==> src/rtl/pm_pkg.sv <==
package pm_pkg;
   // Edge index within the eight-edge sequence at which each action fires.
   localparam int PH_W = 3;
   typedef enum logic [PH_W-1:0] {
      PH_START = 3'd0,
      PH_RUN1  = 3'd1,
      PH_RUN2  = 3'd2,
      PH_RUN3  = 3'd3,
      PH_CAPT  = 3'd4,
      PH_CLR   = 3'd5,
      PH_IDLE1 = 3'd6,
      PH_IDLE2 = 3'd7
   } phase_t;

   typedef struct packed {
      logic start;
      logic capture;
      logic clear;
   } strobe_t;
endpackage

==> src/rtl/pm_edge_sync.sv <==
module pm_edge_sync #(
   parameter int STAGES = 2
) (
   input  logic clk,
   input  logic rst_n,
   input  logic din,
   output logic rise
);
   generate
      if (STAGES < 2) begin : g_bad
         $error("pm_edge_sync: STAGES must be at least 2");
      end
   endgenerate

   logic [STAGES:0] pipe;

   always_ff @(posedge clk or negedge rst_n) begin
      if (!rst_n) pipe <= '0;
      else        pipe <= {pipe[STAGES-1:0], din};
   end

   // pipe[STAGES-1] is the last synchroniser flop, pipe[STAGES] its delayed copy
   assign rise = pipe[STAGES-1] & ~pipe[STAGES];
endmodule

==> src/rtl/pm_prescaler.sv <==
module pm_prescaler #(
   parameter int W = 16
) (
   input  logic         clk,
   input  logic         rst_n,
   input  logic [W-1:0] div,
   output logic         tick
);
   generate
      if (W < 1) begin : g_bad
         $error("pm_prescaler: W must be positive");
      end
   endgenerate

   logic [W-1:0] pc;

   assign tick = (pc >= div);

   always_ff @(posedge clk or negedge rst_n) begin
      if (!rst_n)    pc <= '0;
      else if (tick) pc <= '0;
      else           pc <= pc + 1'b1;
   end
endmodule

==> src/rtl/pm_sequencer.sv <==
module pm_sequencer
   import pm_pkg::*;
(
   input  logic    clk,
   input  logic    rst_n,
   input  logic    edge_i,
   output strobe_t stb
);
   phase_t ph;

   always_ff @(posedge clk or negedge rst_n) begin
      if (!rst_n)      ph <= PH_START;
      else if (edge_i) ph <= phase_t'(ph + 1'b1);
   end

   always_comb begin
      stb.start   = edge_i && (ph == PH_START);
      stb.capture = edge_i && (ph == PH_CAPT);
      stb.clear   = edge_i && (ph == PH_CLR);
   end
endmodule

==> src/rtl/pm_tick_counter.sv <==
module pm_tick_counter #(
   parameter int W = 8
) (
   input  logic         clk,
   input  logic         rst_n,
   input  logic         start,
   input  logic         stop,
   input  logic         clear,
   input  logic         tick,
   output logic [W-1:0] cnt,
   output logic         sat
);
   localparam logic [W-1:0] CMAX = {W{1'b1}};

   logic run;

   always_ff @(posedge clk or negedge rst_n) begin
      if (!rst_n) begin
         cnt <= '0;
         run <= 1'b0;
         sat <= 1'b0;
      end else if (start) begin
         cnt <= '0;
         run <= 1'b1;
         sat <= 1'b0;
      end else if (stop) begin
         run <= 1'b0;
      end else if (clear) begin
         cnt <= '0;
      end else if (run && tick) begin
         if (cnt == CMAX) sat <= 1'b1;
         else             cnt <= cnt + 1'b1;
      end
   end
endmodule

==> src/rtl/period_meter.sv <==
module period_meter
   import pm_pkg::*;
#(
   parameter int CNT_W       = 8,
   parameter int PRESC_W     = 16,
   parameter int SYNC_STAGES = 2,
   parameter bit ZERO_FLOOR  = 1'b1
) (
   input  logic               clk,
   input  logic               rst_n,
   input  logic [PRESC_W-1:0] presc_div,
   input  logic               sig_in,
   output logic [CNT_W-1:0]   result,
   output logic               busy,
   output logic               valid,
   output logic               overflow
);
   localparam logic [CNT_W-1:0] ONE = CNT_W'(1);

   generate
      if (CNT_W < 2) begin : g_bad_w
         $error("period_meter: CNT_W must be at least 2");
      end
   endgenerate

   logic             rise;
   logic             tick;
   strobe_t          stb;
   logic [CNT_W-1:0] cnt;
   logic             sat;
   logic [CNT_W-1:0] cap_val;
   logic [CNT_W-1:0] hold;

   pm_edge_sync #(.STAGES(SYNC_STAGES)) u_sync (
      .clk(clk), .rst_n(rst_n), .din(sig_in), .rise(rise));

   pm_prescaler #(.W(PRESC_W)) u_presc (
      .clk(clk), .rst_n(rst_n), .div(presc_div), .tick(tick));

   pm_sequencer u_seq (
      .clk(clk), .rst_n(rst_n), .edge_i(rise), .stb(stb));

   pm_tick_counter #(.W(CNT_W)) u_cnt (
      .clk(clk), .rst_n(rst_n), .start(stb.start), .stop(stb.capture),
      .clear(stb.clear), .tick(tick), .cnt(cnt), .sat(sat));

   generate
      if (ZERO_FLOOR) begin : g_floor
         assign cap_val = (cnt == '0) ? ONE : cnt;
      end else begin : g_raw
         assign cap_val = cnt;
      end
   endgenerate

   always_ff @(posedge clk or negedge rst_n) begin
      if (!rst_n) begin
         hold     <= '0;
         busy     <= 1'b1;
         valid    <= 1'b0;
         overflow <= 1'b0;
      end else begin
         valid <= stb.capture;
         if (stb.capture) begin
            hold     <= cap_val;
            busy     <= 1'b1;
            overflow <= sat;
         end else if (stb.clear) begin
            busy <= 1'b0;
         end
      end
   end

   assign result = hold & {CNT_W{~busy}};
endmodule

==> config.mk <==
export PLATFORM = sky130hd
export DESIGN_NAME = period_meter
export DESIGN_NICKNAME = d
export VERILOG_FILES = /design/src/rtl/pm_pkg.sv /design/src/rtl/pm_edge_sync.sv /design/src/rtl/pm_prescaler.sv /design/src/rtl/pm_sequencer.sv /design/src/rtl/pm_tick_counter.sv /design/src/rtl/period_meter.sv
export SDC_FILE = /design/constraint.sdc
export NUM_CORES = 1
export LEC_CHECK = 0
export BUFFER_PORTS_ARGS = -buffer_cell sky130_fd_sc_hd__buf_2
export CORE_ASPECT_RATIO = 0.75
export CORE_MARGIN = 2
export CORE_UTILIZATION = 58
export CTS_CLUSTER_DIAMETER = 200
export DETAILED_ROUTE_END_ITERATION = 16
export HOLD_SLACK_MARGIN = 0.08
export PLACE_DENSITY_LB_ADDON = 0.05
export SLEW_MARGIN = 20
export SYNTH_ARGS = -nofsm -noshare
export SYNTH_HDL_FRONTEND = slang
export SYNTH_SLANG_ARGS = --single-unit
==> constraint.sdc <==
create_clock -name clk -period 2.6 [get_ports clk]
set_clock_uncertainty 0.05 [all_clocks]
set_input_delay 0.52 -clock clk [delete_from_list [all_inputs] [get_ports clk]]
set_output_delay 0.52 -clock clk [all_outputs]
set_load 0.01 [all_outputs]
==> flow_summary.ini, run 1 <==
[status]
outcome = completed

[yosys]
synth_top_area_share = 0.429
synth.avg_cell_area_um2 = 9.36
netlist_area_um2 = 2450
synth-async-reset-ratio = 1.00
postSynthCellCount = 262
synthFlopType = dfrtp_1
seq_area_frac_synth = 0.440
synth_enable_flop_cells = 0
synth_common_cells = dfrtp_1, nand2_1, nor2_1, inv_1, ha_1
ys_warn_count = 0
ys_ff_latch = 43
synth_nets = 303
ys_types = 40
yosys-top-cells-area = dfrtp_1, ha_1, nand2_1
synth_top_cell_by_area = dfrtp_1
yosysMostFrequentCell = dfrtp_1

[sta]
finalHoldViolations = 0
worst_slew_pin_slew_ns = 0.711
tns_ns = 0
post-route-min-period_ns = 2.29
rsz0062_at_grt = false
max_freq_ghz = 0.437
setup_violations = 0
fin_crit_sh = 0.881
drv_slew = 0
maxSlewHeadroom = 0.519

[global_routing]
grt_pass1_vias = 1755
antenna_found_initial = 0
gr-total-overflow = 0
grt_pass1_wl_mm = 8.17
grt_usage = 0.226
grt_max_degree = 44

[power_and_ir_drop]
p_leak_nw = 1.48
p_sw_frac = 0.334
p_switching_mw = 0.722
p_comb_frac = 0.269
p_int_mw = 1.44
cellPowerDensity_nw_per_um2 = 774
pwr-share-clk = 0.245
sequentialPowerShare = 0.486
ir_drop_v = 0.000535

[floorplan]
num_rows = 20
start_util = 0.605
die_h_um = 60.3
die_w_um = 79.1
fp.coreArea_um2 = 4050
io_pins = 30
dieArea_um2 = 4770

[placement]
place_hpwl_mm = 3.47
io_buffers = 29
routabilityCongestion = 0.890

[cts]
clkTransAtPathRegs_ns = 0.08
cts_hold_buf = 0
clock_latency_ns = 0.29
clockBufferDepth = 2
root_buffer = clkbuf_8
cts.htree.levels = 2
clock-sinks = 43
cts_buffers = 5
cts_resized = 0
cts_tree = done
cts_setup_buffers = 0

[worst_setup_path]
path_max_fanout = 9
worstPathRequired_ns = 2.72
reg2reg_depth = 6
path_cells = ha_1 > and4_4 > and2_4 > a311o_1 > or2_1 > a32o_1
cp.depth = 6
crit_path_max_incr_delay_ns = 0.45
r2r-start = u_presc.pc[11]
end_kind = flip-flop
crit_slowest_cell = dfrtp_1
crit_family = compound AO/OA/AOI/OAI gates
worst-path-buf-inv = 0
worstReg2RegEnd = u_cnt.cnt[0]
r2r_slack_ns = 0.31
worstPathArrival_ns = 2.41
start_kind = flip-flop
crit_type = flip-flop to flip-flop

[drt]
first_pass_iters = 4
vias = 1889
postRouteAntennaNets = 0
drt-initial-drc-count = 135
drc = 0
drt_wl_total_mm = 4.62
wl_per_cell_um = 13.0
viasPerCell = 5.31

[final_layout]
drive_gt1_frac = 0.176
final_util = 0.690
area_growth_syn_to_layout_pct = 14.1
nets = 341
diodes = 0

[flow_run]
cap_violations = 0

[hold_path]
holdCritPathClass = input port to asynchronous set/reset pin
[cells by family after synthesis]
| group | Yosys count | synth area share |
|---|---|---|
| flip-flops | 43 | 0.440 |
| XOR/XNOR | 16 | 0.0572 |
| buffers and inverters | 30 | 0.0521 |
| AO/OA/AOI/OAI | 33 | 0.0883 |
| multiplexers | 7 | 0.0291 |
| AND/OR/NAND/NOR | 111 | 0.222 |
| adder cells (fa/ha/maj) | 22 | 0.112 |
[worst max path at each step]
| stage | to | startpoint |
|---|---|---|
| 3_3_place_gp | u_cnt.cnt[1] | presc_div[10] |
| 5_1_grt | u_presc.pc[2] | u_presc.pc[2] |
| 3_5_place_dp | u_presc.pc[2] | presc_div[10] |
| 4_1_cts | u_cnt.cnt[0] | u_presc.pc[10] |
| 2_1_floorplan | u_cnt.cnt[0] | presc_div[10] |
| 6_report | u_cnt.cnt[0] | u_presc.pc[11] |
[stage by stage]
step,instances,hold slack [ns],setup slack (ns),total power [mW],instance area [µm²]
floorplan,262,0.174,0.234,1.44,2450
global route,356,0.267,0.170,2.34,2800
CTS,356,0.260,0.307,2.19,2800
detailed placement,348,0.290,0.133,1.65,2680
global placement,348,0.285,0.166,1.62,2680
finish,356,0.243,0.310,2.17,2800
[routing by layer]
metal  up-vias  GRT usage  routed length [µm]
li1        960          -                   -
met1       894      0.341                2410
met2        29      0.335                2000
met3         6     0.0453                 167
met4         0     0.0665                  48
met5         -          0                   0
[power by group through the flow]
stage | clock network, mW | registers (mW) | logic, mW
5_1_grt | 0.573 | 1.09 | 0.681
3_3_place_gp | 0 | 1.06 | 0.566
4_1_cts | 0.546 | 1.05 | 0.590
3_5_place_dp | 0 | 1.07 | 0.584
6_report | 0.530 | 1.05 | 0.582
2_1_floorplan | 0 | 1.01 | 0.425
[flip-flops by register name, summed over array words and instances, names as in the netlist]
name / count
u_presc.pc: 16
u_seq.ph: 3
u_cnt.run: 1
u_sync.pipe: 3
u_cnt.cnt: 8
u_cnt.sat: 1
hold: 8
busy: 1
valid: 1
overflow: 1
[worst reg2reg max path: cells and delay by family, from the launching register on]
family | cells | cell delay (ns)
AOI/OAI and AO/OA | 2 | 0.71
adders and majority gates | 1 | 0.34
DFF | 1 | 0.45
and+or+nand+nor | 3 | 0.63
[cell type report]
class	count	area, µm²
clock buffers	6	82.6
fillers	352	1260
flip-flops and latches	43	1080
well taps	55	68.8
clock inverters	2	35.0
multi-input cells	189	1250
repair buffers	35	190
inverters	26	97.6
[cells in the final DEF, fill, tap and decap left out, types with 4 or more instances in the layout]
cell	netlist	routed
a21oi_1	7	7
and3_1	5	5
buf_2	0	29
buf_4	0	6
clkbuf_8	0	6
dfrtp_1	42	42
ha_1	22	22
inv_1	25	25
mux2i_1	6	6
nand2_1	35	35
nand3_1	11	11
nor2_1	26	26
nor2b_1	9	9
nor3_1	4	4
o211ai_1	4	4
o21ai_0	10	10
or2_2	6	6
xnor2_1	11	11
xor2_1	5	5
No activity file was read; power rests on OpenSTA's default activity.
==> inputs of run 2 (changes only) <==
- GPL_TIMING_DRIVEN: not set -> 0
- SLEW_MARGIN: 20 -> not set
==> flow_summary.ini, run 2 (synthesized netlist as in run 1, its figures left out) <==
[status]
outcome = completed

[placement]
io_buffers = 29
post-place-ws_ns = 0.0339
routabilityCongestion = 0.879
place_hpwl_mm = 3.40

[cts]
cts_hold_buf = 0
cts_tree = done
root_buffer = clkbuf_8
cts.htree.levels = 2
cts_buffers = 5
clockBufferDepth = 2
clock_latency_ns = 0.29
clkTransAtPathRegs_ns = 0.08
cts_resized = 0
cts_setup_buffers = 0
clock-sinks = 43

[sta]
maxSlewHeadroom = 0.390
hold_slack_ns = 0.280
tns_ns = 0
finalHoldViolations = 0
rsz0062_at_grt = false
drv_slew = 0
finalWorstSetupSlack_ns = 0.211
worst_slew_pin_slew_ns = 0.915
setup_violations = 0
fin_crit_sh = 0.919
post-route-min-period_ns = 2.39
max_freq_ghz = 0.419

[worst_setup_path]
crit_type = flip-flop to flip-flop
r2r_slack_ns = 0.21
path_max_fanout = 9
worstPathRequired_ns = 2.73
end_kind = flip-flop
start_kind = flip-flop
worstPathArrival_ns = 2.52

[drt]
first_pass_iters = 4
drc = 0
postRouteAntennaNets = 0
wl_per_cell_um = 12.8
drt_wl_total_mm = 4.53
drt-initial-drc-count = 172
viasPerCell = 5.25
vias = 1857

[global_routing]
grt_pass1_wl_mm = 7.98
grt_max_degree = 44
grt_pass1_vias = 1753
grt_usage = 0.222
antenna_found_initial = 0
gr-total-overflow = 0

[flow_run]
cap_violations = 0

[power_and_ir_drop]
ir_drop_v = 0.000539
cellPowerDensity_nw_per_um2 = 739
p_leak_nw = 1.45
sequentialPowerShare = 0.517
p_int_mw = 1.32
pwr-share-clk = 0.198
p_switching_mw = 0.713
p_comb_frac = 0.284
p_sw_frac = 0.351

[final_layout]
largest_reg_flops = 16
top_register = u_presc.pc
diodes = 0
drive_gt1_frac = 0.157
multi_input_area_um2 = 1250
fillers = 345
final_cell_mix = dfrtp_1, nand2_1, buf_2
area_growth_syn_to_layout_pct = 12.0
nets = 339
largest_registers = u_presc.pc x16, hold x8, u_cnt.cnt x8
layout_commonest_cell = dfrtp_1
final-seq-area_um2 = 1080

[floorplan]
num_rows = 20
dieArea_um2 = 4770
io_pins = 30
fp.coreArea_um2 = 4050
die_w_um = 79.1
die_h_um = 60.3
start_util = 0.605

[hold_path]
holdCritPathClass = input port to flip-flop
==> run 2: cell count changes in the layout (fill, tap and decap cells not counted) <==
cell	change
buf_4	-6
buf_6	+2
bufinv_16	-1
clkbuf_1	+4
clkbuf_8	-1
==> run 2: routing by layer <==
| layer | wire length [µm] | GRT usage | share of wire | up-vias |
|---|---|---|---|---|
| li1 | - | - | - | 953 |
| met1 | 2390 | 0.333 | 0.53 | 866 |
| met2 | 1890 | 0.324 | 0.42 | 33 |
| met3 | 208 | 0.0544 | 0.046 | 5 |
| met4 | 46 | 0.0591 | 0.010 | 0 |
| met5 | 0 | 0 | 0 | - |
==> run 2: through the flow <==
stage	utilization	area [µm²]	total power, mW	instances
floorplan	-	2450	1.44	262
global placement	0.657	2670	1.62	346
detailed placement	0.657	2670	1.64	346
CTS	0.677	2750	2.05	354
global route	0.677	2750	2.21	354
finish	0.677	2750	2.03	354
==> run 2: cell type report <==
type	instances	area share
multi-input combinational	189	0.454
sequential	43	0.392
timing repair buffer	29	0.0528
inverter	26	0.0355
clock buffer	7	0.0278
tap	55	0.0251
buffer	4	0.0109
clock inverter	1	0.00182
==> run 2: worst max-delay path, cell delays in order, from the launching register on <==
cell and delay (ns):
dfrtp_1 0.45, ha_1 0.35, and4_4 0.17, and2_4 0.15
a311o_1 0.45, or2_1 0.27, buf_6 0.14, a32o_1 0.24
==> run 2: final timing paths <==
kind                                start              to  cells after the start
max                        u_presc.pc[11]    u_cnt.cnt[1]                      7
min                                sig_in  u_sync.pipe[0]                      1
max reg2reg                u_presc.pc[11]    u_cnt.cnt[1]                      7
min reg2reg                u_sync.pipe[0]  u_sync.pipe[1]                      0
max in group asynchronous           rst_n       u_cnt.run                      1
min in group asynchronous           rst_n  u_presc.pc[12]                      1
==> run 2: power groups by stage <==
| stage | sequential [mW] | clock, mW | combinational [mW] |
|---|---|---|---|
| 6_report | 1.05 | 0.402 | 0.577 |
| 5_1_grt | 1.09 | 0.443 | 0.680 |
| 4_1_cts | 1.05 | 0.413 | 0.586 |
| 3_5_place_dp | 1.06 | 0 | 0.580 |
| 3_3_place_gp | 1.06 | 0 | 0.559 |
| 2_1_floorplan | 1.01 | 0 | 0.425 |
